### config.mk
export PLATFORM = sky130hd
export DESIGN_NAME = irda_sir_tx
export DESIGN_NICKNAME = d
export VERILOG_FILES = /design/src/rtl/irtx_pkg.sv /design/src/rtl/irtx_cell_phase.sv /design/src/rtl/irtx_pulse_timer.sv /design/src/rtl/irda_sir_tx.sv
export SDC_FILE = /design/constraint.sdc
export NUM_CORES = 1
export LEC_CHECK = 0
export ABC_CLOCK_PERIOD_IN_PS = 1900
export BUFFER_PORTS_ARGS = -buffer_cell sky130_fd_sc_hd__clkbuf_2
export CAP_MARGIN = 20
export CELL_PAD_IN_SITES_DETAIL_PLACEMENT = 1
export CELL_PAD_IN_SITES_GLOBAL_PLACEMENT = 1
export CORE_UTILIZATION = 30
export CTS_CLUSTER_SIZE = 10
export DETAILED_ROUTE_END_ITERATION = 8
export GPL_ROUTABILITY_DRIVEN = 0
export GPL_TIMING_DRIVEN = 1
export PLACE_DENSITY_LB_ADDON = 0.1
export REMOVE_ABC_BUFFERS = 1
export SKIP_CTS_REPAIR_TIMING = 1
export SYNTH_ARGS = -nofsm -noshare
export SYNTH_HDL_FRONTEND = slang
export SYNTH_SLANG_ARGS = --single-unit
### constraint.sdc
create_clock -name clk -period 1.9 [get_ports clk]
set_input_delay 0.095 -clock clk [delete_from_list [all_inputs] [get_ports clk]]
set_output_delay 0.095 -clock clk [all_outputs]
set_load 0.03 [all_outputs]
### src/rtl/irtx_pkg.sv
package irtx_pkg;
   typedef enum logic {
      WIDTH_SCALED = 1'b0,
      WIDTH_FIXED  = 1'b1
   } width_mode_e;
endpackage

### src/rtl/irtx_cell_phase.sv
module irtx_cell_phase #(
   parameter int PHASES = 16
) (
   input  logic clk,
   input  logic rst_n,
   input  logic rate_tick,
   output logic cell_start
);
   localparam int PW = (PHASES > 1) ? $clog2(PHASES) : 1;
   localparam logic [PW-1:0] LAST = PW'(PHASES - 1);

   logic [PW-1:0] phase;

   always_ff @(posedge clk) begin
      if (!rst_n) begin
         phase <= '0;
      end else if (rate_tick) begin
         phase <= (phase == LAST) ? '0 : phase + 1'b1;
      end
   end

   assign cell_start = rate_tick && (phase == '0);
endmodule

### src/rtl/irtx_pulse_timer.sv
module irtx_pulse_timer #(
   parameter int PULSE_TICKS = 3
) (
   input  logic clk,
   input  logic rst_n,
   input  logic fire,
   input  logic tick,
   output logic pulse
);
   generate
      if (PULSE_TICKS == 1) begin : g_single
         always_ff @(posedge clk) begin
            if (!rst_n)          pulse <= 1'b0;
            else if (fire)       pulse <= 1'b1;
            else if (tick)       pulse <= 1'b0;
         end
      end else begin : g_count
         localparam int CW = $clog2(PULSE_TICKS);
         localparam logic [CW-1:0] END_CNT = CW'(PULSE_TICKS - 1);
         logic [CW-1:0] cnt;

         always_ff @(posedge clk) begin
            if (!rst_n) begin
               pulse <= 1'b0;
               cnt   <= '0;
            end else if (fire) begin
               pulse <= 1'b1;
               cnt   <= '0;
            end else if (pulse && tick) begin
               if (cnt == END_CNT) begin
                  pulse <= 1'b0;
                  cnt   <= '0;
               end else begin
                  cnt <= cnt + 1'b1;
               end
            end
         end
      end
   endgenerate
endmodule

### src/rtl/irda_sir_tx.sv
module irda_sir_tx
   import irtx_pkg::*;
#(
   parameter int PHASES      = 16,
   parameter int PULSE_TICKS = 3
) (
   input  logic clk,
   input  logic rst_n,
   input  logic rate_tick16,
   input  logic ref_tick16,
   input  logic tx_nrz,
   input  logic low_power,
   output logic ir_out
);
   generate
      if (PHASES < 4) begin : g_bad_phases
         $error("irda_sir_tx: PHASES must be at least 4");
      end
      if (PULSE_TICKS < 1 || PULSE_TICKS >= PHASES) begin : g_bad_ticks
         $error("irda_sir_tx: PULSE_TICKS must lie in 1..PHASES-1");
      end
   endgenerate

   logic        cell_start;
   logic        fire;
   logic        tick_sel;
   width_mode_e mode_q;

   irtx_cell_phase #(.PHASES(PHASES)) u_phase (
      .clk        (clk),
      .rst_n      (rst_n),
      .rate_tick  (rate_tick16),
      .cell_start (cell_start)
   );

   assign fire = cell_start && !tx_nrz;

   // width mode is captured once per zero bit and held for the pulse
   always_ff @(posedge clk) begin
      if (!rst_n)    mode_q <= WIDTH_SCALED;
      else if (fire) mode_q <= width_mode_e'(low_power);
   end

   assign tick_sel = (mode_q == WIDTH_FIXED) ? ref_tick16 : rate_tick16;

   irtx_pulse_timer #(.PULSE_TICKS(PULSE_TICKS)) u_timer (
      .clk   (clk),
      .rst_n (rst_n),
      .fire  (fire),
      .tick  (tick_sel),
      .pulse (ir_out)
   );
endmodule

Word-level counts from Yosys, hierarchy flattened
Index checks and enable logic that the tools add are counted.
Word-level totals
  bits in registers: 8
  input port bits: 6
  output and inout port bits: 1
  word-level logic and storage cells: 24
Cells by class
  add/subtract/negate cells: 2
  equality and inequality tests: 2
  mux-type cells: 6
  bitwise logic cells: 1
  reductions and logical operators: 9
Operators by type and width (count)
  4-bit by 1-bit adder with 4-bit output, second input constant: 1
  4-bit equality test, second input constant: 1
  4-bit logical NOT: 1
  1-bit 2-to-1 mux: 4
  4-bit 2-to-1 mux: 1
  2-bit nonzero test: 2
  1-bit logical AND: 3
  2-bit by 1-bit adder with 2-bit output, second input constant: 1
  2-bit equality test, second input constant: 1
  2-bit 2-to-1 mux: 1
  2-bit AND reduction: 1
  2-bit OR reduction: 1
  1-bit logical NOT: 1
  1-bit inverter: 1

Logic depth before layout (Yosys ltp)
  depth in word-level cells: 5
  depth in mapped cells: 5
  depth with buffers taken out: 5

By module
From an unflattened synthesis, not the netlist that was laid out.
Second synthesis, totals
  cells, all modules: 41
  area, all modules: 426.7 um^2
By module, submodules not included
  irtx_cell_phase: instances 1, cells each 22, area each 214.0 um^2, seq. area each 80.1 um^2
  irtx_pulse_timer: instances 1, cells each 13, area each 146.4 um^2, seq. area each 60.1 um^2
  irda_sir_tx: instances 1, cells each 6, area each 66.3 um^2, seq. area each 20.0 um^2

Least setup slack after synthesis
No wires, ideal clock.
  kind: reg2reg
  start: reg u_timer.pulse
  end: reg u_timer.g_count.cnt[0]
  setup time: 0.070 ns
  arrival time: 1.222 ns
  data required time: 1.830 ns
  slack: 0.608 ns
  cell stages (with the launch flop): 4
  path buffers: 0
  period minus slack after synthesis: 1.292 ns
  cell sequence: dfxtp_1 -> inv_1 -> or4_1 -> a21oi_1
On the way
  longest elaborated chain between the ends: 1
Ends and longest elaborated chain
  start, declared: RTL line irtx_pulse_timer.sv:8  | output logic pulse
  start signal, assigned: RTL line irtx_pulse_timer.sv:24  | pulse <= 1'b0;
  start signal, assigned: RTL line irtx_pulse_timer.sv:27  | pulse <= 1'b1;
  start signal, assigned: RTL line irtx_pulse_timer.sv:31  | pulse <= 1'b0;
  1-bit logical AND: RTL line irtx_pulse_timer.sv:29  | end else if (pulse && tick) begin
  end signal, assigned: RTL line irtx_pulse_timer.sv:34  | cnt <= cnt + 1'b1;
  end, declared: RTL line irtx_pulse_timer.sv:20  | logic [CW-1:0] cnt;
Every way passes these cells.
A chain may end at the register's enable or synchronous reset.

Worst setup path in the final report
  start: reg u_phase.phase[0]
  end: reg mode_q
On the way
  longest elaborated chain between the ends: 3
Ends and longest elaborated chain
  start, declared: RTL line irtx_cell_phase.sv:12  | logic [PW-1:0] phase;
  start signal, assigned: RTL line irtx_cell_phase.sv:18  | phase <= (phase == LAST) ? '0 : phase + 1'b1;
  4-bit logical NOT: RTL line irtx_cell_phase.sv:22  | assign cell_start = rate_tick && (phase == '0);
  1-bit logical AND: RTL line irtx_cell_phase.sv:22
  1-bit logical AND: RTL line irda_sir_tx.sv:36  | assign fire = cell_start && !tx_nrz;
  end signal, assigned: RTL line irda_sir_tx.sv:41  | else if (fire) mode_q <= width_mode_e'(low_power);
  end, declared: RTL line irda_sir_tx.sv:27  | width_mode_e mode_q;
Every way passes these cells.

==> out/metrics.cfg <==
[outcome]
status=complete, no violations

[sta]
rsz0062_at_grt=no
max_slew_margin=0.748
fin_crit_ps=1340
finalSetupTns_ps=0
setup_violations=0
hold_viol=0
finalCritPeriodShare=0.703
fmax_mhz=749
worstMarginPinSlew_ps=373
skew_ps=2.73
maxSlewViolCount=0

[synthesis]
syn_inst=47
ys_seq_elements=8
ys_warn_count=0
synthDistinctLibCells=18
avgSynthCellArea_um2=8.55
ys_seq_area_frac=0.399
syn_area_um2=402

[detailed_routing]
wirelength_um=893
dr_total_vias=345
drt_iter0_markers=3
ant_nets=0
route.detailed.drc=0
vias_per_cell=5.00
drt_first_pass_iters=2
wl_per_cell_um=12.9

[floorplan]
initial_core_util=0.343
pin_count=7
die_y_um=38.6
rows=12
core_um2=1170
die_area_um2=1490
die_w_um=38.6

[worst_setup_path]
path_buf_inv=1
slowest_stage=nor4bb_1
crit_fanout=4
r2r_start=u_phase.phase[0]$_SDFFE_PN0P_
start_kind=flip-flop
crit_type=flip-flop to flip-flop
cp.arrival_ps=1520
path_cells=inv_1, ha_1, nor4bb_1, nand3_1, a21oi_1
cp_data_required_time_ps=2090
cp-startpoint=u_phase.phase[0]$_SDFFE_PN0P_
crit_path_max_incr_delay_ps=390
path_delay_family=simple AND/OR/NAND/NOR gates
worstSetupEndpointType=flip-flop

[power]
p_per_area_nw_per_um2=765
seq_power_share=0.511
p_leak_nw=0.177
power_switching_uw=88.6
fin_total_pwr_uw=355
clkPwrFrac=0.362
switching_share=0.249
power.combinational.fraction=0.127
cellInternalPower_uw=267
ir_drop_uv=400

[clock_network]
clkSinkCount=8
cts_max_path_buffers=2
clock_latency_ps=250
tritoncts=done
cts_buffers=3
ctsRootBufferMaster=clkbuf_4
htree_levels=1
clk_pin_slew_ps=50

[global_routing]
grt_usage=0.151
grt-ovfl-total=0
grt_max_degree=9
antenna_found_initial=0
grt_pass1_wl_um=1440
grt_pass1_vias=351

[final_layout]
layout.nets=65
post_route_cells_drive_above_1_share=0.182
area_growth_pct=15.6
antennaDiodeCount=0

[flow_run]
max-cap-violations=0

[worst_hold_path]
worstHoldStart=low_power
min-delay-path-class=primary input to flip-flop

[placed_design]
dp_hpwl_um=721
io_buffers=6

## power by group through the flow
stage	combinational (mW)	clock (mW)	sequential, mW
4_1_cts	0.0454	0.137	0.181
6_report	0.0451	0.128	0.182
3_5_place_dp	0.0452	0	0.185
2_1_floorplan	0.0259	0	0.187
3_3_place_gp	0.0425	0	0.184
5_1_grt	0.0501	0.145	0.182
## synthesized netlist by cell type, drive strengths merged
cell type,instances,share of area
nand3,3,0.037
buf,1,0.019
ha,2,0.062
nor4bb,1,0.025
a21oi,7,0.087
nand4bb,1,0.028
inv,5,0.047
mux2i,2,0.059
xnor2,1,0.022
dfxtp,8,0.40
nand2,3,0.028
nand2b,2,0.031
o21ai,6,0.075
nor2,2,0.019
or4,2,0.037
or4b,1,0.025
## area by class of cell
class / count / area (µm²)
multi-input cells: 33 / 215
fillers: 148 / 707
flip-flops and latches: 8 / 160
repair buffers: 6 / 30.0
inverters: 5 / 18.8
clock buffers: 3 / 22.5
well taps: 14 / 17.5
## sequential cells by signal, summed over array words and instances, names as in the netlist
| register | count |
|---|---|
| mode_q | 1 |
| u_phase.phase | 4 |
| u_timer.g_count.cnt | 2 |
| u_timer.pulse | 1 |
## per-stage QoR
stage	setup WS (ps)	area, µm²	cells	hold WS (ps)	utilization
2_1_floorplan	608	394	46	243	-
3_3_place_gp	640	442	66	333	0.377
3_5_place_dp	575	442	66	365	0.377
4_1_cts	567	464	69	90.5	0.396
5_1_grt	469	464	69	105	0.396
6_report	564	464	69	95.8	0.396
## metal layers
layer / track usage / part of all wire / vias to the layer above
met5: 0 / 0 / -
met3: 0.0347 / 0.025 / 2
met4: 0.129 / 0.012 / 0
li1: - / - / 183
met1: 0.154 / 0.46 / 157
met2: 0.254 / 0.51 / 3
## logic make-up (layout without fill, tap and decap cells)
kind of cell | after synthesis | after routing | share of synthesized area
adders and majority gates | 2 | 2 | 0.0623
AOI/OAI and AO/OA | 13 | 13 | 0.162
muxes | 2 | 2 | 0.0592
DFF | 8 | 8 | 0.399
xor gates and xnor gates | 1 | 1 | 0.0218
and+or+nand+nor | 15 | 15 | 0.231
buffers and inverters | 6 | 14 | 0.0654
## worst paths after layout
| path | to | cells past startpoint | slack, ps |
|---|---|---|---|
| min | mode_q$_SDFFE_PN0P_ | 3 | 100 |
| min reg2reg | u_timer.g_count.cnt[1]$_SDFFE_PP0P_ | 2 | 510 |
| max reg2reg | mode_q$_SDFFE_PN0P_ | 5 | 560 |
| max | mode_q$_SDFFE_PN0P_ | 5 | 560 |
## worst min-delay path: cells and delay by family
kind,cells,cell delay [ps]
compound gates,1,60
buf+inv,1,80
simple gates,1,60
## placed cells by master, fill, tap and decap left out, drive strengths merged
cell,n
a21oi,7
clkbuf,9
dfxtp,8
ha,2
inv,5
mux2i,2
nand2,3
nand2b,2
nand3,3
nand4bb,1
nor2,2
nor4bb,1
o21ai,6
or4,2
or4b,1
xnor2,1
Note: power is estimated with default switching activity, not from simulation.
